File: src/rtl/cart_pkg.sv
package cart_pkg;
    typedef enum logic [1:0] {
        ST_IDLE,
        ST_PRG_CAPTURE,
        ST_CHR_CAPTURE,
        ST_NIC_ACCESS
    } cart_state_e;

    localparam int NUM_STROBES = 4;
    localparam int STB_RD6 = 0;
    localparam int STB_WR6 = 1;
    localparam int STB_RD7 = 2;
    localparam int STB_WR7 = 3;
endpackage

File: src/rtl/cart_strobe_decode.sv
module cart_strobe_decode
    import cart_pkg::*;
(
    input  logic                   m2,
    input  logic                   romsel_n,
    input  logic [2:0]             a_hi,
    input  logic                   rw,
    output logic [NUM_STROBES-1:0] strobe_n
);
    logic win_sel;

    // $6000-$7FFF during the valid phase only
    assign win_sel = m2 & romsel_n & a_hi[2] & a_hi[1];

    // index bit 1 = A12, index bit 0 = write
    for (genvar gi = 0; gi < NUM_STROBES; gi++) begin : g_strobe
        localparam logic PAGE7 = ((gi / 2) == 1);
        localparam logic IS_WR = ((gi % 2) == 1);
        assign strobe_n[gi] = ~(win_sel & (a_hi[0] == PAGE7) & (rw == ~IS_WR));
    end
endmodule

File: src/rtl/cart_bank_fsm.sv
module cart_bank_fsm
    import cart_pkg::*;
#(
    parameter int PRG_BANK_W = 4,
    parameter int CHR_BANK_W = 4
) (
    input  logic                   clk,
    input  logic                   rst_n,
    input  logic [NUM_STROBES-1:0] strobe_n,
    input  logic [PRG_BANK_W-1:0]  a_lo,
    input  logic [CHR_BANK_W-1:0]  data,
    output logic [PRG_BANK_W-1:0]  prg_bank,
    output logic [CHR_BANK_W-1:0]  chr_bank
);
    cart_state_e state, next_state;
    logic [PRG_BANK_W-1:0] prg_hold;
    logic [CHR_BANK_W-1:0] chr_hold;
    logic cap_prg, cap_chr, commit_prg, commit_chr;
    logic rd6, wr6, nic_any;

    assign rd6     = ~strobe_n[STB_RD6];
    assign wr6     = ~strobe_n[STB_WR6];
    assign nic_any = ~strobe_n[STB_RD7] | ~strobe_n[STB_WR7];

    // state register
    always_ff @(posedge clk or negedge rst_n) begin
        if (!rst_n) begin
            state <= ST_IDLE;
        end else begin
            state <= next_state;
        end
    end

    // next state and capture/commit controls
    always_comb begin
        next_state = state;
        unique case (state)
            ST_IDLE: begin
                if (rd6)          next_state = ST_PRG_CAPTURE;
                else if (wr6)     next_state = ST_CHR_CAPTURE;
                else if (nic_any) next_state = ST_NIC_ACCESS;
                else              next_state = ST_IDLE;
            end
            ST_PRG_CAPTURE: next_state = rd6     ? ST_PRG_CAPTURE : ST_IDLE;
            ST_CHR_CAPTURE: next_state = wr6     ? ST_CHR_CAPTURE : ST_IDLE;
            ST_NIC_ACCESS:  next_state = nic_any ? ST_NIC_ACCESS  : ST_IDLE;
            default:        next_state = ST_IDLE;
        endcase
        cap_prg    = (next_state == ST_PRG_CAPTURE);
        cap_chr    = (next_state == ST_CHR_CAPTURE);
        commit_prg = (state == ST_PRG_CAPTURE) && !cap_prg;
        commit_chr = (state == ST_CHR_CAPTURE) && !cap_chr;
    end

    // hold and bank registers
    always_ff @(posedge clk or negedge rst_n) begin
        if (!rst_n) begin
            prg_hold <= '0;
            chr_hold <= '0;
            prg_bank <= '0;
            chr_bank <= '0;
        end else begin
            if (cap_prg)    prg_hold <= a_lo;
            if (cap_chr)    chr_hold <= data;
            if (commit_prg) prg_bank <= prg_hold;
            if (commit_chr) chr_bank <= chr_hold;
        end
    end

    p_prg_after_capture_r2: assert property (@(posedge clk) disable iff (!rst_n)
        !$stable(prg_bank) |-> $past(state) == ST_PRG_CAPTURE);
    p_chr_after_capture_r3: assert property (@(posedge clk) disable iff (!rst_n)
        !$stable(chr_bank) |-> $past(state) == ST_CHR_CAPTURE);
    p_prg_held_by_write_r9: assert property (@(posedge clk) disable iff (!rst_n)
        (state == ST_CHR_CAPTURE) |=> $stable(prg_bank));
    p_banks_held_by_nic_r7: assert property (@(posedge clk) disable iff (!rst_n)
        (state == ST_NIC_ACCESS) |=> ($stable(prg_bank) && $stable(chr_bank)));
endmodule

File: src/rtl/cart_window_map.sv
module cart_window_map #(
    parameter int PRG_BANK_W = 4,
    parameter int PRG_ADDR_W = PRG_BANK_W - 1
) (
    input  logic                  clk,
    input  logic                  rst_n,
    input  logic                  romsel_n,
    input  logic                  rw,
    input  logic [PRG_BANK_W-1:0] prg_bank,
    output logic [PRG_ADDR_W-1:0] prg_addr,
    output logic                  flash_ce_n,
    output logic                  ram_ce_n,
    output logic                  ram_we_n
);
    localparam int CHIP_BIT = PRG_BANK_W - 1;

    logic use_ram;
    assign use_ram    = prg_bank[CHIP_BIT];
    assign prg_addr   = prg_bank[PRG_ADDR_W-1:0];
    assign flash_ce_n = ~(~romsel_n & ~use_ram & rw);
    assign ram_ce_n   = ~(~romsel_n & use_ram);
    assign ram_we_n   = ~(~romsel_n & use_ram & ~rw);

    p_chip_exclusive_r4: assert property (@(posedge clk) disable iff (!rst_n)
        !(!flash_ce_n && !ram_ce_n));
    p_we_needs_ram_r8: assert property (@(posedge clk) disable iff (!rst_n)
        !ram_we_n |-> !ram_ce_n);
    p_flash_read_only_r8: assert property (@(posedge clk) disable iff (!rst_n)
        !flash_ce_n |-> rw);
endmodule

File: src/rtl/cart_nic_decoder.sv
module cart_nic_decoder
    import cart_pkg::*;
#(
    parameter int PRG_BANK_W = 4,
    parameter int CHR_BANK_W = 4
) (
    input  logic                  clk,
    input  logic                  rst_n,
    input  logic [PRG_BANK_W-1:0] cpu_a_lo,
    input  logic [2:0]            cpu_a_hi,
    input  logic [CHR_BANK_W-1:0] cpu_data,
    input  logic                  cpu_rw,
    input  logic                  cpu_m2,
    input  logic                  cpu_romsel_n,
    output logic [PRG_BANK_W-2:0] prg_addr,
    output logic                  flash_ce_n,
    output logic                  ram_ce_n,
    output logic                  ram_we_n,
    output logic [CHR_BANK_W-1:0] chr_addr,
    output logic                  nic_rd_n,
    output logic                  nic_wr_n
);
    localparam int PRG_ADDR_W = PRG_BANK_W - 1;

    logic [NUM_STROBES-1:0] strobe_n;
    logic [PRG_BANK_W-1:0]  prg_bank;
    logic [CHR_BANK_W-1:0]  chr_bank;

    cart_strobe_decode u_decode (
        .m2       (cpu_m2),
        .romsel_n (cpu_romsel_n),
        .a_hi     (cpu_a_hi),
        .rw       (cpu_rw),
        .strobe_n (strobe_n)
    );

    cart_bank_fsm #(.PRG_BANK_W(PRG_BANK_W), .CHR_BANK_W(CHR_BANK_W)) u_fsm (
        .clk      (clk),
        .rst_n    (rst_n),
        .strobe_n (strobe_n),
        .a_lo     (cpu_a_lo),
        .data     (cpu_data),
        .prg_bank (prg_bank),
        .chr_bank (chr_bank)
    );

    cart_window_map #(.PRG_BANK_W(PRG_BANK_W), .PRG_ADDR_W(PRG_ADDR_W)) u_map (
        .clk        (clk),
        .rst_n      (rst_n),
        .romsel_n   (cpu_romsel_n),
        .rw         (cpu_rw),
        .prg_bank   (prg_bank),
        .prg_addr   (prg_addr),
        .flash_ce_n (flash_ce_n),
        .ram_ce_n   (ram_ce_n),
        .ram_we_n   (ram_we_n)
    );

    assign chr_addr = chr_bank;
    assign nic_rd_n = strobe_n[STB_RD7];
    assign nic_wr_n = strobe_n[STB_WR7];

    p_nic_needs_m2_r6: assert property (@(posedge clk) disable iff (!rst_n)
        !cpu_m2 |-> (nic_rd_n && nic_wr_n));
    p_nic_single_r7: assert property (@(posedge clk) disable iff (!rst_n)
        !(!nic_rd_n && !nic_wr_n));
    p_nic_outside_high_r6: assert property (@(posedge clk) disable iff (!rst_n)
        !cpu_romsel_n |-> (nic_rd_n && nic_wr_n));
endmodule

File: config.mk
export PLATFORM = sky130hd
export DESIGN_NAME = cart_nic_decoder
export DESIGN_NICKNAME = d
export VERILOG_FILES = /design/src/rtl/cart_pkg.sv /design/src/rtl/cart_strobe_decode.sv /design/src/rtl/cart_bank_fsm.sv /design/src/rtl/cart_window_map.sv /design/src/rtl/cart_nic_decoder.sv
export SDC_FILE = /design/constraint.sdc
export NUM_CORES = 1
export LEC_CHECK = 0
export BUFFER_PORTS_ARGS = -buffer_cell sky130_fd_sc_hd__buf_2
export CORE_UTILIZATION = 51
export DETAILED_ROUTE_END_ITERATION = 10
export PLACE_DENSITY = 0.88
export SETUP_SLACK_MARGIN = 0.1
export SYNTH_ARGS = -nofsm -noshare
export SYNTH_HDL_FRONTEND = slang
export SYNTH_SLANG_ARGS = --single-unit
File: constraint.sdc
create_clock -name clk -period 4.62 [get_ports clk]
set_input_delay 0.231 -clock clk [delete_from_list [all_inputs] [get_ports clk]]
set_output_delay 0.231 -clock clk [all_outputs]
set_load 0.05 [all_outputs]
# == After elaboration in Yosys (flattened, before gate mapping) ==
# Cells that the tools add are included.
# W data, S select, Z words.
# op_classes
shifts,0
n_eq_ne,5
bitwise_logic,23
multipliers,0
reduce_logical,5
n_mux,6
n_lt_le_gt_ge,0
div_mod_pow,0
n_addsub,0
# ops
cell,count
$and A1 B1 Y1,13
$not A1 Y1,9
$mux W2,4
$pmux W2 S4,1
$eq A2 B2 Y1 const B,3
$eq A2 B1 Y1 const B,2
$logic_and A1 B1 Y1,2
$logic_not A1 Y1,2
$logic_not A2 Y1,1
$mux W1,1
$or A1 B1 Y1,1
# word_totals
reg_bits,18
latchBits,0
output_inout_bits,12
inputBits,16
romBits,0
wordCells,44
memories,0
mem_bits_rw,0

# == Longest topological paths before layout ==
# Gate-level depths: netlist of the first run.
# logic_depth
ltp_word,13
depth_mapped,4
depth_no_buf,3

# == Cells and area by module ==
# From an unflattened synthesis of the first run, not the netlist that was laid out.
# unflattened
hier_cells,60
area_unflattened_um2,814.5
# by_module_without_submodules
mod,instances,area_per_inst_um2,seq_area_each_um2,cells_each
cart_bank_fsm,1,726.9,450.4,48
cart_window_map,1,48.8,0.0,6
cart_strobe_decode,1,38.8,0.0,6

# == Worst setup path after synthesis of the first run ==
# No wires, ideal clock.
# synth_path
path_type,register to register
startpoint,register u_fsm.state[1]
endpoint,register u_fsm.prg_hold[0]
period_less_slack_ps,1487
path_stages_with_launch,4
required_ps,4495
setup_ps,125
slack_ps,3133
path_buffers,1
t_arrival_ps,1361
cell_sequence,dfrtp_1 or4_1 buf_2 mux2_4
# synth_via
elab_chain_len,3
elab_cells_between_ends,6
cone_classes,4 x eq/ne; 1 x mux; 1 x reduce/logical
# synth_lines
element,line_no,rtl
"start, declared",cart_bank_fsm.sv:15,"cart_state_e state, next_state;"
"start signal, assigned",cart_bank_fsm.sv:30,state <= next_state;
$eq A2 B2 Y1 (tied with other cells),cart_bank_fsm.sv:37,unique case (state)
$pmux W2 S4 *,cart_bank_fsm.sv:37,
$eq A2 B1 Y1 *,cart_bank_fsm.sv:49,cap_prg = (next_state == ST_PRG_CAPTURE);
"end signal, assigned",cart_bank_fsm.sv:63,if (cap_prg) prg_hold <= a_lo;
"end, declared",cart_bank_fsm.sv:16,logic [PRG_BANK_W-1:0] prg_hold;
# Mark *: on every way between the ends. The rest lies on a longest branch, timed or not.
# A chain may end at the register's enable or synchronous reset.

# == Worst setup path after layout of the first run ==
# layout_path
startpoint,register u_fsm.state[1]
endpoint,register u_fsm.prg_hold[1]
# Same word-level chain as after synthesis.

==> impl_metrics.xml, run 1 <==
<?xml version="1.0" encoding="UTF-8"?>
<metrics>
  <group name="outcome">
    <metric name="run_status" unit="">finished, final reports clean</metric>
  </group>
  <group name="drt">
    <metric name="detailedRoute.firstPassIterationCount" unit="">4</metric>
    <metric name="drc_errors" unit="">0</metric>
    <metric name="drt-total-wl" unit="um">1550</metric>
    <metric name="vias_per_cell" unit="">5.41</metric>
    <metric name="avgRoutedWirePerCell" unit="um">14.5</metric>
    <metric name="detail-route-antenna-nets" unit="">0</metric>
    <metric name="first_iter_violations" unit="">11</metric>
    <metric name="vias" unit="">579</metric>
  </group>
  <group name="synthesis">
    <metric name="synthesis.area_per_instance" unit="um2">13.0</metric>
    <metric name="synth-simple-area-share" unit="%">11.0</metric>
    <metric name="synth-compound-area-share" unit="%">5.50</metric>
    <metric name="yosys.area_share.adder" unit="%">0</metric>
    <metric name="synth_top_family_by_area" unit="">multiplexers</metric>
    <metric name="synthXorXnorAreaFrac" unit="%">0</metric>
    <metric name="netlist_area" unit="um2">820</metric>
    <metric name="synth_seq_area_share" unit="%">55.0</metric>
    <metric name="synth.ff_latch_count" unit="">18</metric>
    <metric name="post_synth_inst_count" unit="">63</metric>
    <metric name="ys.warnings.count" unit="">0</metric>
    <metric name="synthDistinctLibCells" unit="">19</metric>
    <metric name="synth_mux_area_share" unit="%">23.8</metric>
    <metric name="synth.net_count" unit="">79</metric>
  </group>
  <group name="placement">
    <metric name="place.port_buffers" unit="">27</metric>
    <metric name="detailed_place_hpwl" unit="um">1220</metric>
    <metric name="instance_area_at_placement" unit="um2">947</metric>
    <metric name="globalplace.congestion" unit="">0.877</metric>
    <metric name="place.detailed.instances" unit="">102</metric>
  </group>
  <group name="timing">
    <metric name="rsz0062_at_grt" unit="">no</metric>
    <metric name="drv_slew" unit="">0</metric>
    <metric name="layout_worst_path_cycle_share" unit="%">34.9</metric>
    <metric name="final_setup_tns" unit="ns">0</metric>
    <metric name="clock_skew" unit="ns">0.00545</metric>
    <metric name="final.hold.worst_slack" unit="ns">0.171</metric>
    <metric name="max_freq" unit="GHz">0.619</metric>
    <metric name="maxSlewHeadroom" unit="%">64.7</metric>
    <metric name="setup-violations-final" unit="">0</metric>
    <metric name="hold_viol_final" unit="">0</metric>
    <metric name="tightest_slew" unit="ns">0.523</metric>
    <metric name="min_period" unit="ns">1.61</metric>
  </group>
  <group name="clock_network">
    <metric name="clock_insertion_delay_worst_skew" unit="ns">0.28</metric>
    <metric name="cts.repair_timing.setup_buffer_count" unit="">0</metric>
    <metric name="cts_inserted_buffers" unit="">3</metric>
    <metric name="ctsHtreeMaxLevel" unit="">1</metric>
    <metric name="clock_tree.root_cell" unit="">sky130_fd_sc_hd__clkbuf_4</metric>
    <metric name="cts.path.max_buffers" unit="">2</metric>
    <metric name="cts_tree" unit="">yes</metric>
    <metric name="numClockSinks" unit="">18</metric>
    <metric name="clk_transition_reported_paths" unit="ns">0.10</metric>
  </group>
  <group name="final_layout">
    <metric name="layoutNonFillerInstCount" unit="">107</metric>
    <metric name="post_route_cell_area" unit="um2">993</metric>
    <metric name="design.final.nets" unit="">108</metric>
    <metric name="antenna_cells" unit="">0</metric>
    <metric name="synthToLayoutAreaGrowth" unit="%">21.2</metric>
    <metric name="proportion_of_layout_cells_with_a_drive_suffix_above_1" unit="%">53.8</metric>
    <metric name="final_core_utilization" unit="%">65.9</metric>
  </group>
  <group name="die">
    <metric name="io_pins" unit="">28</metric>
    <metric name="floorplan.die.width" unit="um">42.1</metric>
    <metric name="die_height" unit="um">42.1</metric>
    <metric name="initial_utilization" unit="%">54.4</metric>
    <metric name="die_footprint" unit="um2">1770</metric>
    <metric name="rows" unit="">14</metric>
    <metric name="core_region_area" unit="um2">1510</metric>
  </group>
  <group name="global_routing">
    <metric name="gr-total-overflow" unit="">0</metric>
    <metric name="grt_use_met3" unit="%">3.45</metric>
    <metric name="via_count_of_the_first_global_routing_pass" unit="">566</metric>
    <metric name="grt_start_max_net_pins" unit="">19</metric>
    <metric name="antenna_found_initial" unit="">0</metric>
    <metric name="grt.busiest_layer" unit="">met2</metric>
    <metric name="grtUsageTotal" unit="%">20.1</metric>
    <metric name="grtUsageMet1" unit="%">26.9</metric>
    <metric name="grt_pass1_wl" unit="um">2590</metric>
    <metric name="grt.met2_usage" unit="%">31.3</metric>
  </group>
  <group name="power">
    <metric name="power_per_cell_area" unit="nW/um2">431</metric>
    <metric name="vdd_ir_drop_max" unit="mV">0.210</metric>
    <metric name="total_leakage_power" unit="uW">0.000523</metric>
  </group>
  <group name="worst_setup_path">
    <metric name="timing.critical_path.slowest_stage_cell" unit="">sky130_fd_sc_hd__or4_1</metric>
    <metric name="start_kind" unit="">flop</metric>
    <metric name="crit_fanout" unit="">6</metric>
    <metric name="crit-reg2reg-launch" unit="">u_fsm.state[1]</metric>
    <metric name="crit_end" unit="">u_fsm.prg_hold[1]</metric>
    <metric name="r2r_setup_slack" unit="ns">3.01</metric>
    <metric name="crit_chain" unit="">or4_1, mux2_4</metric>
    <metric name="timing.critical_path.to_type" unit="">flop</metric>
    <metric name="critPathKind" unit="">flop to flop</metric>
    <metric name="capturing_point_of_the_worst_reg2reg_path" unit="">u_fsm.prg_hold[1]</metric>
    <metric name="timing.reg2reg.worst_path_depth" unit="">2</metric>
    <metric name="critical_path_required" unit="ns">4.79</metric>
    <metric name="slowest_delay" unit="ns">0.70</metric>
    <metric name="startpoint" unit="">u_fsm.state[1]</metric>
    <metric name="worst_ep_arrival_time" unit="ns">1.78</metric>
  </group>
  <group name="job">
    <metric name="drv_cap" unit="">0</metric>
  </group>
  <group name="min_path">
    <metric name="min_from" unit="">cpu_a_lo[3]</metric>
    <metric name="worst_hold_path_type" unit="">input port to flop</metric>
  </group>
</metrics>
-- timing repair --
action                    4_1_cts  5_1_grt
hold endpoints to repair       18        0
hold buffers                    1        0
resized for setup               0        0
-- cells in the final DEF, fill, tap and decap left out --
| cell | n |
|---|---|
| sky130_fd_sc_hd__mux2_2 | 12 |
| sky130_fd_sc_hd__dfrtp_1 | 18 |
| sky130_fd_sc_hd__a211o_1 | 1 |
| sky130_fd_sc_hd__dlygate4sd3_1 | 1 |
| sky130_fd_sc_hd__nand3b_1 | 2 |
| sky130_fd_sc_hd__buf_2 | 27 |
| sky130_fd_sc_hd__clkbuf_4 | 3 |
| sky130_fd_sc_hd__mux2_4 | 4 |
| sky130_fd_sc_hd__o21ai_0 | 2 |
| sky130_fd_sc_hd__nor2b_1 | 2 |
| sky130_fd_sc_hd__nand2_1 | 3 |
| sky130_fd_sc_hd__clkbuf_8 | 1 |
| sky130_fd_sc_hd__a21oi_1 | 2 |
| sky130_fd_sc_hd__nand4b_1 | 1 |
| sky130_fd_sc_hd__nand4_1 | 1 |
| sky130_fd_sc_hd__nand3_1 | 3 |
| sky130_fd_sc_hd__inv_1 | 3 |
| sky130_fd_sc_hd__nor2_1 | 2 |
| sky130_fd_sc_hd__or4_1 | 1 |
| sky130_fd_sc_hd__or2_2 | 1 |
| sky130_fd_sc_hd__o311ai_2 | 1 |
-- synth_stat cells (all sizes together) --
library cell   n  area share (%)
a211o          1             1.1
a21oi          2             1.2
buf            4             3.4
dfrtp         18              55
inv            3             1.4
mux2          16              24
nand2          3             1.4
nand3          3             1.8
nand3b         2             1.8
nand4          1            0.76
nand4b         1             1.1
nor2           2            0.92
nor2b          2             1.5
o21ai          2             1.2
o311ai         1             2.0
or2            1            0.76
or4            1            0.92
-- sequential cells by signal (all words and copies together) (netlist names) --
signal and cells:
u_fsm.chr_bank 4, u_fsm.chr_hold 4, u_fsm.prg_bank 4, u_fsm.prg_hold 4, u_fsm.state 2
-- worst max-delay path: cells and delay by family (launching register included) --
family / cells / cell delay [ns]
muxes: 1 / 0.36
and+or+nand+nor: 1 / 0.70
DFF: 1 / 0.45
-- area by class of cell --
class | count | area [um2]
inverters | 3 | 11.3
clock buffers | 4 | 36.3
flip-flops and latches | 18 | 450
well taps | 16 | 20.0
repair buffers | 28 | 145
fillers | 112 | 513
multi-input cells | 38 | 330
-- worst min-delay path by stage --
stage | to | slack [ns] | cells after the start
floorplan | u_fsm.chr_bank[0] | -0.06 | 0
global placement | u_fsm.prg_hold[1] | 0.17 | 1
detailed placement | u_fsm.prg_bank[2] | 0.17 | 1
CTS | u_fsm.prg_hold[3] | 0.17 | 2
global route | u_fsm.prg_hold[0] | 0.17 | 2
finish | u_fsm.prg_hold[3] | 0.17 | 2
-- through the flow --
stage,setup slack [ns],power (uW)
floorplan,3.13,309
CTS,3.01,431
global route,2.96,449
detailed placement,3.03,339
global placement,3.05,331
finish,3.01,428
-- layer usage --
layer	vias up	wire, um
met1	279	698
met5	-	0
met4	0	22
li1	277	-
met2	21	780
met3	2	45
-- power by group --
| group | internal [uW] | total (uW) | switching [uW] |
|---|---|---|---|
| Sequential | 187 | 204 | 16.9 |
| Combinational | 45.3 | 131 | 85.7 |
| Clock | 47.9 | 92.8 | 45.0 |
-- logic make-up (layout without fill, tap and decap cells) --
logic type             count (synthesis)  after routing
DFF                                   18             18
muxes                                 16             16
and+or+nand+nor                       16             16
buffers and inverters                  7             35
AOI/OAI and AO/OA                      6              6
Note: power is estimated with default switching activity, not from simulation.
==> run 2: changes to the inputs <==
--- a/config.mk
+++ b/config.mk
@@ -6,9 +6,9 @@
 export NUM_CORES = 1
 export LEC_CHECK = 0
 export BUFFER_PORTS_ARGS = -buffer_cell sky130_fd_sc_hd__buf_2
-export CORE_UTILIZATION = 51
+export CORE_UTILIZATION = 47
 export DETAILED_ROUTE_END_ITERATION = 10
-export PLACE_DENSITY = 0.88
+export PLACE_DENSITY = 0.83
 export SETUP_SLACK_MARGIN = 0.1
 export SYNTH_ARGS = -nofsm -noshare
 export SYNTH_HDL_FRONTEND = slang
==> constraint.sdc (replaced) <==
create_clock -name clk -period 1.66 [get_ports clk]
set_input_delay 0.083 -clock clk [delete_from_list [all_inputs] [get_ports clk]]
set_output_delay 0.083 -clock clk [all_outputs]
set_load 0.05 [all_outputs]
==> run 2 against run 1 <==
The flow now finishes with violations (design-rule violations). Final cell count is 0.93% higher. Sequential share of layout area is 0.51 points lower. Register-to-register slack worse by 2.8 ns. Setup slack worse by 2.8 ns. Worst hold slack worse by 0.15 ns. Clock-buffer cell count stayed put. Non-clock buffer count is 1 higher. Clock skew is 0.0028 ns lower. Fmax is 13% higher. Sequential power grew to 2.8 times the previous value. Total power grew to 2.8 times the previous value. Critical path depth stayed put. Critical path type unchanged. Critical endpoint unchanged.
==> impl_metrics.xml, run 2 (same netlist as run 1, synthesis figures left out) <==
<?xml version="1.0" encoding="UTF-8"?>
<metrics>
  <group name="power">
    <metric name="power_per_cell_area" unit="nW/um2">1180</metric>
    <metric name="total_leakage_power" unit="uW">0.000530</metric>
    <metric name="seqPwrFrac" unit="%">47.2</metric>
    <metric name="power_switching_share" unit="%">34.3</metric>
    <metric name="p_sw" unit="uW">407</metric>
    <metric name="pwr-share-comb" unit="%">30.7</metric>
    <metric name="vdd_ir_drop_max" unit="mV">0.739</metric>
    <metric name="internal-power" unit="uW">781</metric>
    <metric name="share_clk_of_total_power" unit="%">22.2</metric>
  </group>
  <group name="clock_network">
    <metric name="clock_tree.root_cell" unit="">sky130_fd_sc_hd__clkbuf_4</metric>
    <metric name="cts.path.max_buffers" unit="">2</metric>
    <metric name="ctsHtreeMaxLevel" unit="">1</metric>
    <metric name="cts_tree" unit="">yes</metric>
    <metric name="clock_insertion_delay_worst_skew" unit="ns">0.29</metric>
    <metric name="numClockSinks" unit="">18</metric>
    <metric name="cts_inserted_buffers" unit="">3</metric>
    <metric name="clk_transition_reported_paths" unit="ns">0.10</metric>
  </group>
  <group name="global_routing">
    <metric name="gr-total-overflow" unit="">0</metric>
    <metric name="via_count_of_the_first_global_routing_pass" unit="">604</metric>
    <metric name="grt_start_max_net_pins" unit="">19</metric>
    <metric name="antenna_found_initial" unit="">0</metric>
    <metric name="grt_pass1_wl" unit="um">2530</metric>
    <metric name="grtUsageTotal" unit="%">18.6</metric>
  </group>
  <group name="drt">
    <metric name="met3_length" unit="um">46</metric>
    <metric name="wl_met1" unit="um">623</metric>
    <metric name="vias" unit="">594</metric>
    <metric name="detail-route-antenna-nets" unit="">0</metric>
    <metric name="drc_errors" unit="">2</metric>
    <metric name="vias_per_cell" unit="">5.50</metric>
    <metric name="avgRoutedWirePerCell" unit="um">13.7</metric>
    <metric name="wl_met2" unit="um">800</metric>
    <metric name="maxUsedRoutingLayer" unit="">met4</metric>
    <metric name="first_iter_violations" unit="">7</metric>
    <metric name="detailedRoute.firstPassIterationCount" unit="">7</metric>
    <metric name="drt-total-wl" unit="um">1480</metric>
  </group>
  <group name="placement">
    <metric name="place.detailed.instances" unit="">103</metric>
    <metric name="globalplace.congestion" unit="">0.725</metric>
    <metric name="place.port_buffers" unit="">27</metric>
  </group>
  <group name="die">
    <metric name="die_footprint" unit="um2">1910</metric>
    <metric name="rows" unit="">14</metric>
    <metric name="initial_utilization" unit="%">52.6</metric>
    <metric name="die_height" unit="um">43.8</metric>
    <metric name="floorplan.die.width" unit="um">43.8</metric>
    <metric name="core_region_area" unit="um2">1560</metric>
    <metric name="io_pins" unit="">28</metric>
  </group>
  <group name="timing">
    <metric name="tightest_slew" unit="ns">0.622</metric>
    <metric name="layout_worst_path_cycle_share" unit="%">86.2</metric>
    <metric name="final_setup_tns" unit="ns">0</metric>
    <metric name="setup-violations-final" unit="">0</metric>
    <metric name="maxSlewHeadroom" unit="%">58.1</metric>
    <metric name="rsz0062_at_grt" unit="">no</metric>
    <metric name="min_period" unit="ns">1.43</metric>
    <metric name="drv_slew" unit="">0</metric>
    <metric name="max_freq" unit="GHz">0.699</metric>
    <metric name="clock_skew" unit="ns">0.00261</metric>
    <metric name="hold_viol_final" unit="">0</metric>
  </group>
  <group name="final_layout">
    <metric name="design.final.nets" unit="">109</metric>
    <metric name="proportion_of_layout_cells_with_a_drive_suffix_above_1" unit="%">55.4</metric>
    <metric name="synthToLayoutAreaGrowth" unit="%">22.6</metric>
    <metric name="antenna_cells" unit="">0</metric>
    <metric name="mostFrequentLayoutCell" unit="">sky130_fd_sc_hd__buf_2</metric>
    <metric name="most-common-layout-cells" unit="">sky130_fd_sc_hd__buf_2 (27), sky130_fd_sc_hd__dfrtp_1 (18), sky130_fd_sc_hd__mux2_2 (12)</metric>
    <metric name="layoutNonFillerInstCount" unit="">108</metric>
    <metric name="fillCellCount" unit="">135</metric>
  </group>
  <group name="outcome">
    <metric name="violations" unit="">design-rule violations</metric>
    <metric name="run_status" unit="">finished with violations</metric>
  </group>
  <group name="worst_setup_path">
    <metric name="start_kind" unit="">flop</metric>
    <metric name="timing.critical_path.to_type" unit="">flop</metric>
    <metric name="crit_fanout" unit="">4</metric>
    <metric name="worst_ep_arrival_time" unit="ns">1.61</metric>
    <metric name="critPathKind" unit="">flop to flop</metric>
    <metric name="critical_path_required" unit="ns">1.84</metric>
  </group>
  <group name="job">
    <metric name="drv_cap" unit="">0</metric>
  </group>
  <group name="min_path">
    <metric name="worst_hold_path_type" unit="">input port to flop</metric>
  </group>
</metrics>
run 2: area by class of cell:
type	count	area (um2)	share of cell area (%)
Multi-Input combinational cell	38	334	33.3
Timing Repair Buffer	29	153	15.2
Tap cell	16	20.0	1.99
Inverter	3	11.3	1.12
Sequential cell	18	450	44.8
Clock buffer	4	36.3	3.61
run 2: repair_timing:
item,CTS,global route
resized for setup,0,1
setup buffers,0,0
hold endpoints to repair,18,0
hold buffers,1,0
endpoints found under the setup margin,0,4
run 2: layer usage:
layer | GRT usage [%] | up-vias
li1 | - | 282
met1 | 21.6 | 298
met2 | 32.8 | 12
met3 | 2.50 | 2
met4 | 10.0 | 0
met5 | 0 | -
run 2: worst paths after layout:
| check | start | to | slack (ns) | cells past startpoint |
|---|---|---|---|---|
| max in group asynchronous | rst_n | u_fsm.chr_bank[3] | 1.13 | 2 |
| hold reg to reg | u_fsm.chr_hold[0] | u_fsm.chr_bank[0] | 0.51 | 1 |
| setup reg to reg | u_fsm.state[1] | u_fsm.prg_hold[1] | 0.23 | 2 |
| hold / removal | cpu_a_lo[0] | u_fsm.prg_hold[0] | 0.02 | 2 |
| min in group asynchronous | rst_n | u_fsm.prg_bank[0] | 0.25 | 2 |
| setup / recovery | u_fsm.state[1] | u_fsm.prg_hold[1] | 0.23 | 2 |
run 2: worst max-delay path: stages (launching register included):
cell	delay, ns
sky130_fd_sc_hd__dfrtp_1	0.41
sky130_fd_sc_hd__or4_4	0.60
sky130_fd_sc_hd__mux2_4	0.32
run 2: through the flow:
stage               instance area (um2)  setup slack, ns  power, uW  hold WS (ns)  utilization, %
floorplan                           820            0.173        859        -0.213               -
global placement                    955            0.173        923        0.0225            61.2
detailed placement                  955            0.134        935        0.0272            61.2
CTS                                1000            0.126       1200       0.00844            64.2
global route                       1000            0.205       1250      0.000197            64.4
finish                             1000            0.229       1190        0.0168            64.4
run 2: power by group through the flow:
stage / clock network, uW / logic, uW / registers, uW
6_report: 263 / 365 / 561
5_1_grt: 291 / 384 / 572
4_1_cts: 272 / 367 / 561
3_5_place_dp: 0 / 364 / 571
3_3_place_gp: 0 / 356 / 567
2_1_floorplan: 0 / 223 / 636
==> run 3: changes to the inputs <==
--- a/config.mk
+++ b/config.mk
@@ -6,6 +6,7 @@
 export NUM_CORES = 1
 export LEC_CHECK = 0
 export BUFFER_PORTS_ARGS = -buffer_cell sky130_fd_sc_hd__buf_2
+export CORE_ASPECT_RATIO = 0.75
 export CORE_UTILIZATION = 47
 export DETAILED_ROUTE_END_ITERATION = 10
 export PLACE_DENSITY = 0.83
==> run 3 against run 2 <==
The run now ends clean. Total power about the same. Clock skew is 0.00057 ns lower. Sequential cell count unchanged. Via count fell by 1.2%. Largest power group unchanged. Sequential power up 0.7%. Clock-buffer cell count is the same. Fmax is 0.39% higher. Critical path type unchanged. Sequential share of layout area fell by 0.61 points.
==> impl_metrics.xml, run 3 (same netlist as run 1, synthesis figures left out) <==
<?xml version="1.0" encoding="UTF-8"?>
<metrics>
  <group name="outcome">
    <metric name="run_status" unit="">finished, final reports clean</metric>
  </group>
  <group name="final_layout">
    <metric name="antenna_cells" unit="">0</metric>
    <metric name="most-common-layout-cells" unit="">sky130_fd_sc_hd__buf_2 (27), sky130_fd_sc_hd__dfrtp_1 (18), sky130_fd_sc_hd__mux2_2 (12)</metric>
    <metric name="post_route_cell_area" unit="um2">1020</metric>
    <metric name="proportion_of_layout_cells_with_a_drive_suffix_above_1" unit="%">55.9</metric>
    <metric name="synthToLayoutAreaGrowth" unit="%">24.3</metric>
    <metric name="design.final.nets" unit="">110</metric>
    <metric name="mostFrequentLayoutCell" unit="">sky130_fd_sc_hd__buf_2</metric>
    <metric name="fillCellCount" unit="">119</metric>
    <metric name="layoutNonFillerInstCount" unit="">114</metric>
  </group>
  <group name="clock_network">
    <metric name="ctsHtreeMaxLevel" unit="">1</metric>
    <metric name="cts_tree" unit="">yes</metric>
    <metric name="cts.repair_timing.setup_buffer_count" unit="">0</metric>
    <metric name="cts.path.max_buffers" unit="">2</metric>
    <metric name="numClockSinks" unit="">18</metric>
    <metric name="cts_inserted_buffers" unit="">3</metric>
    <metric name="clk_transition_reported_paths" unit="ns">0.10</metric>
    <metric name="clock_tree.root_cell" unit="">sky130_fd_sc_hd__clkbuf_4</metric>
    <metric name="clock_insertion_delay_worst_skew" unit="ns">0.28</metric>
  </group>
  <group name="worst_setup_path">
    <metric name="worst_ep_arrival_time" unit="ns">1.59</metric>
    <metric name="worst_path_dominant_cell_family" unit="">simple AND/OR/NAND/NOR gates</metric>
    <metric name="timing.critical_path.to_type" unit="">flop</metric>
    <metric name="crit_fanout" unit="">4</metric>
    <metric name="timing.critical_path.slowest_stage_cell" unit="">sky130_fd_sc_hd__or4_4</metric>
    <metric name="critical_path.n_buffers_inverters" unit="">0</metric>
    <metric name="crit_chain" unit="">or4_4, mux2_4</metric>
    <metric name="critPathKind" unit="">flop to flop</metric>
    <metric name="start_kind" unit="">flop</metric>
    <metric name="slowest_delay" unit="ns">0.59</metric>
    <metric name="critical_path_required" unit="ns">1.83</metric>
  </group>
  <group name="global_routing">
    <metric name="grt_start_max_net_pins" unit="">19</metric>
    <metric name="gr-total-overflow" unit="">0</metric>
    <metric name="grt_pass1_wl" unit="um">2480</metric>
    <metric name="antenna_found_initial" unit="">0</metric>
    <metric name="grtUsageTotal" unit="%">19.1</metric>
    <metric name="via_count_of_the_first_global_routing_pass" unit="">533</metric>
  </group>
  <group name="die">
    <metric name="core_region_area" unit="um2">1550</metric>
    <metric name="rows" unit="">12</metric>
    <metric name="floorplan.die.width" unit="um">50.2</metric>
    <metric name="die_height" unit="um">38.2</metric>
    <metric name="io_pins" unit="">28</metric>
    <metric name="initial_utilization" unit="%">53.0</metric>
    <metric name="die_footprint" unit="um2">1920</metric>
  </group>
  <group name="timing">
    <metric name="max_freq" unit="GHz">0.701</metric>
    <metric name="setup-violations-final" unit="">0</metric>
    <metric name="tightest_slew" unit="ns">0.495</metric>
    <metric name="layout_worst_path_cycle_share" unit="%">85.9</metric>
    <metric name="maxSlewHeadroom" unit="%">66.9</metric>
    <metric name="final_setup_tns" unit="ns">0</metric>
    <metric name="hold_viol_final" unit="">0</metric>
    <metric name="clock_skew" unit="ns">0.00204</metric>
    <metric name="min_period" unit="ns">1.43</metric>
    <metric name="rsz0062_at_grt" unit="">no</metric>
    <metric name="drv_slew" unit="">0</metric>
  </group>
  <group name="placement">
    <metric name="instance_area_at_placement" unit="um2">968</metric>
    <metric name="globalplace.congestion" unit="">0.785</metric>
    <metric name="place.port_buffers" unit="">27</metric>
    <metric name="place.detailed.instances" unit="">109</metric>
    <metric name="detailed_place_hpwl" unit="um">1180</metric>
  </group>
  <group name="drt">
    <metric name="detail-route-antenna-nets" unit="">0</metric>
    <metric name="avgRoutedWirePerCell" unit="um">14.1</metric>
    <metric name="vias" unit="">587</metric>
    <metric name="drc_errors" unit="">0</metric>
    <metric name="detailedRoute.firstPassIterationCount" unit="">4</metric>
    <metric name="first_iter_violations" unit="">9</metric>
    <metric name="vias_per_cell" unit="">5.15</metric>
    <metric name="drt-total-wl" unit="um">1610</metric>
  </group>
  <group name="min_path">
    <metric name="worst_hold_path_type" unit="">input port to flop</metric>
  </group>
  <group name="power">
    <metric name="vdd_ir_drop_max" unit="mV">0.635</metric>
    <metric name="total_leakage_power" unit="uW">0.000534</metric>
    <metric name="power_per_cell_area" unit="nW/um2">1170</metric>
  </group>
  <group name="job">
    <metric name="drv_cap" unit="">0</metric>
  </group>
</metrics>
[run 3: cell count changes in the layout (fill, tap and decap cells not counted), sizes merged]
| cell | previous run | this run |
|---|---|---|
| buf | 28 | 29 |
[run 3: final timing paths]
path	cells after the start	slack [ns]	end	start
min in group asynchronous	2	0.27	u_fsm.prg_bank[2]	rst_n
hold reg to reg	1	0.51	u_fsm.prg_bank[2]	u_fsm.prg_bank[2]
setup / recovery	2	0.23	u_fsm.prg_hold[1]	u_fsm.state[1]
hold / removal	2	0.03	u_fsm.chr_hold[1]	cpu_data[1]
setup reg to reg	2	0.23	u_fsm.prg_hold[1]	u_fsm.state[1]
max in group asynchronous	2	1.12	u_fsm.chr_hold[3]	rst_n
[run 3: report_power, final]
part / leakage [uW] / switching, uW / internal (uW)
sequential: 0.000236 / 44.0 / 521
clock: 0.0000210 / 124 / 133
combinational: 0.000277 / 238 / 127
total: 0.000534 / 407 / 781
[run 3: final cells by class]
type	count	area (um2)	share of cell area [%]
clock buffer	4	36.3	3.56
inverter	3	11.3	1.11
multi-input combinational	38	334	32.8
sequential	18	450	44.2
tap	21	26.3	2.58
timing repair buffer	30	160	15.7
[run 3: metal layers]
metal | track usage (%) | wire length [um]
met5 | 0 | 0
met4 | 8.57 | 29
met3 | 2.38 | 83
met2 | 33.3 | 793
met1 | 24.2 | 704
[run 3: metrics by stage]
stage / total power, uW / hold slack, ns / setup slack, ns / util (%)
detailed placement: 937 / 0.0242 / 0.154 / 62.6
CTS: 1200 / 0.0267 / 0.128 / 65.6
global route: 1250 / 0.0140 / 0.204 / 65.9
global placement: 921 / 0.0174 / 0.185 / 62.6
finish: 1190 / 0.0298 / 0.234 / 65.9
floorplan: 859 / -0.213 / 0.173 / -
[run 3: timing repair]
action                                  CTS  global route
resized for setup                         0             1
endpoints found under the hold margin    18             0
endpoints found under the setup margin    0             1
hold buffers                              1             0
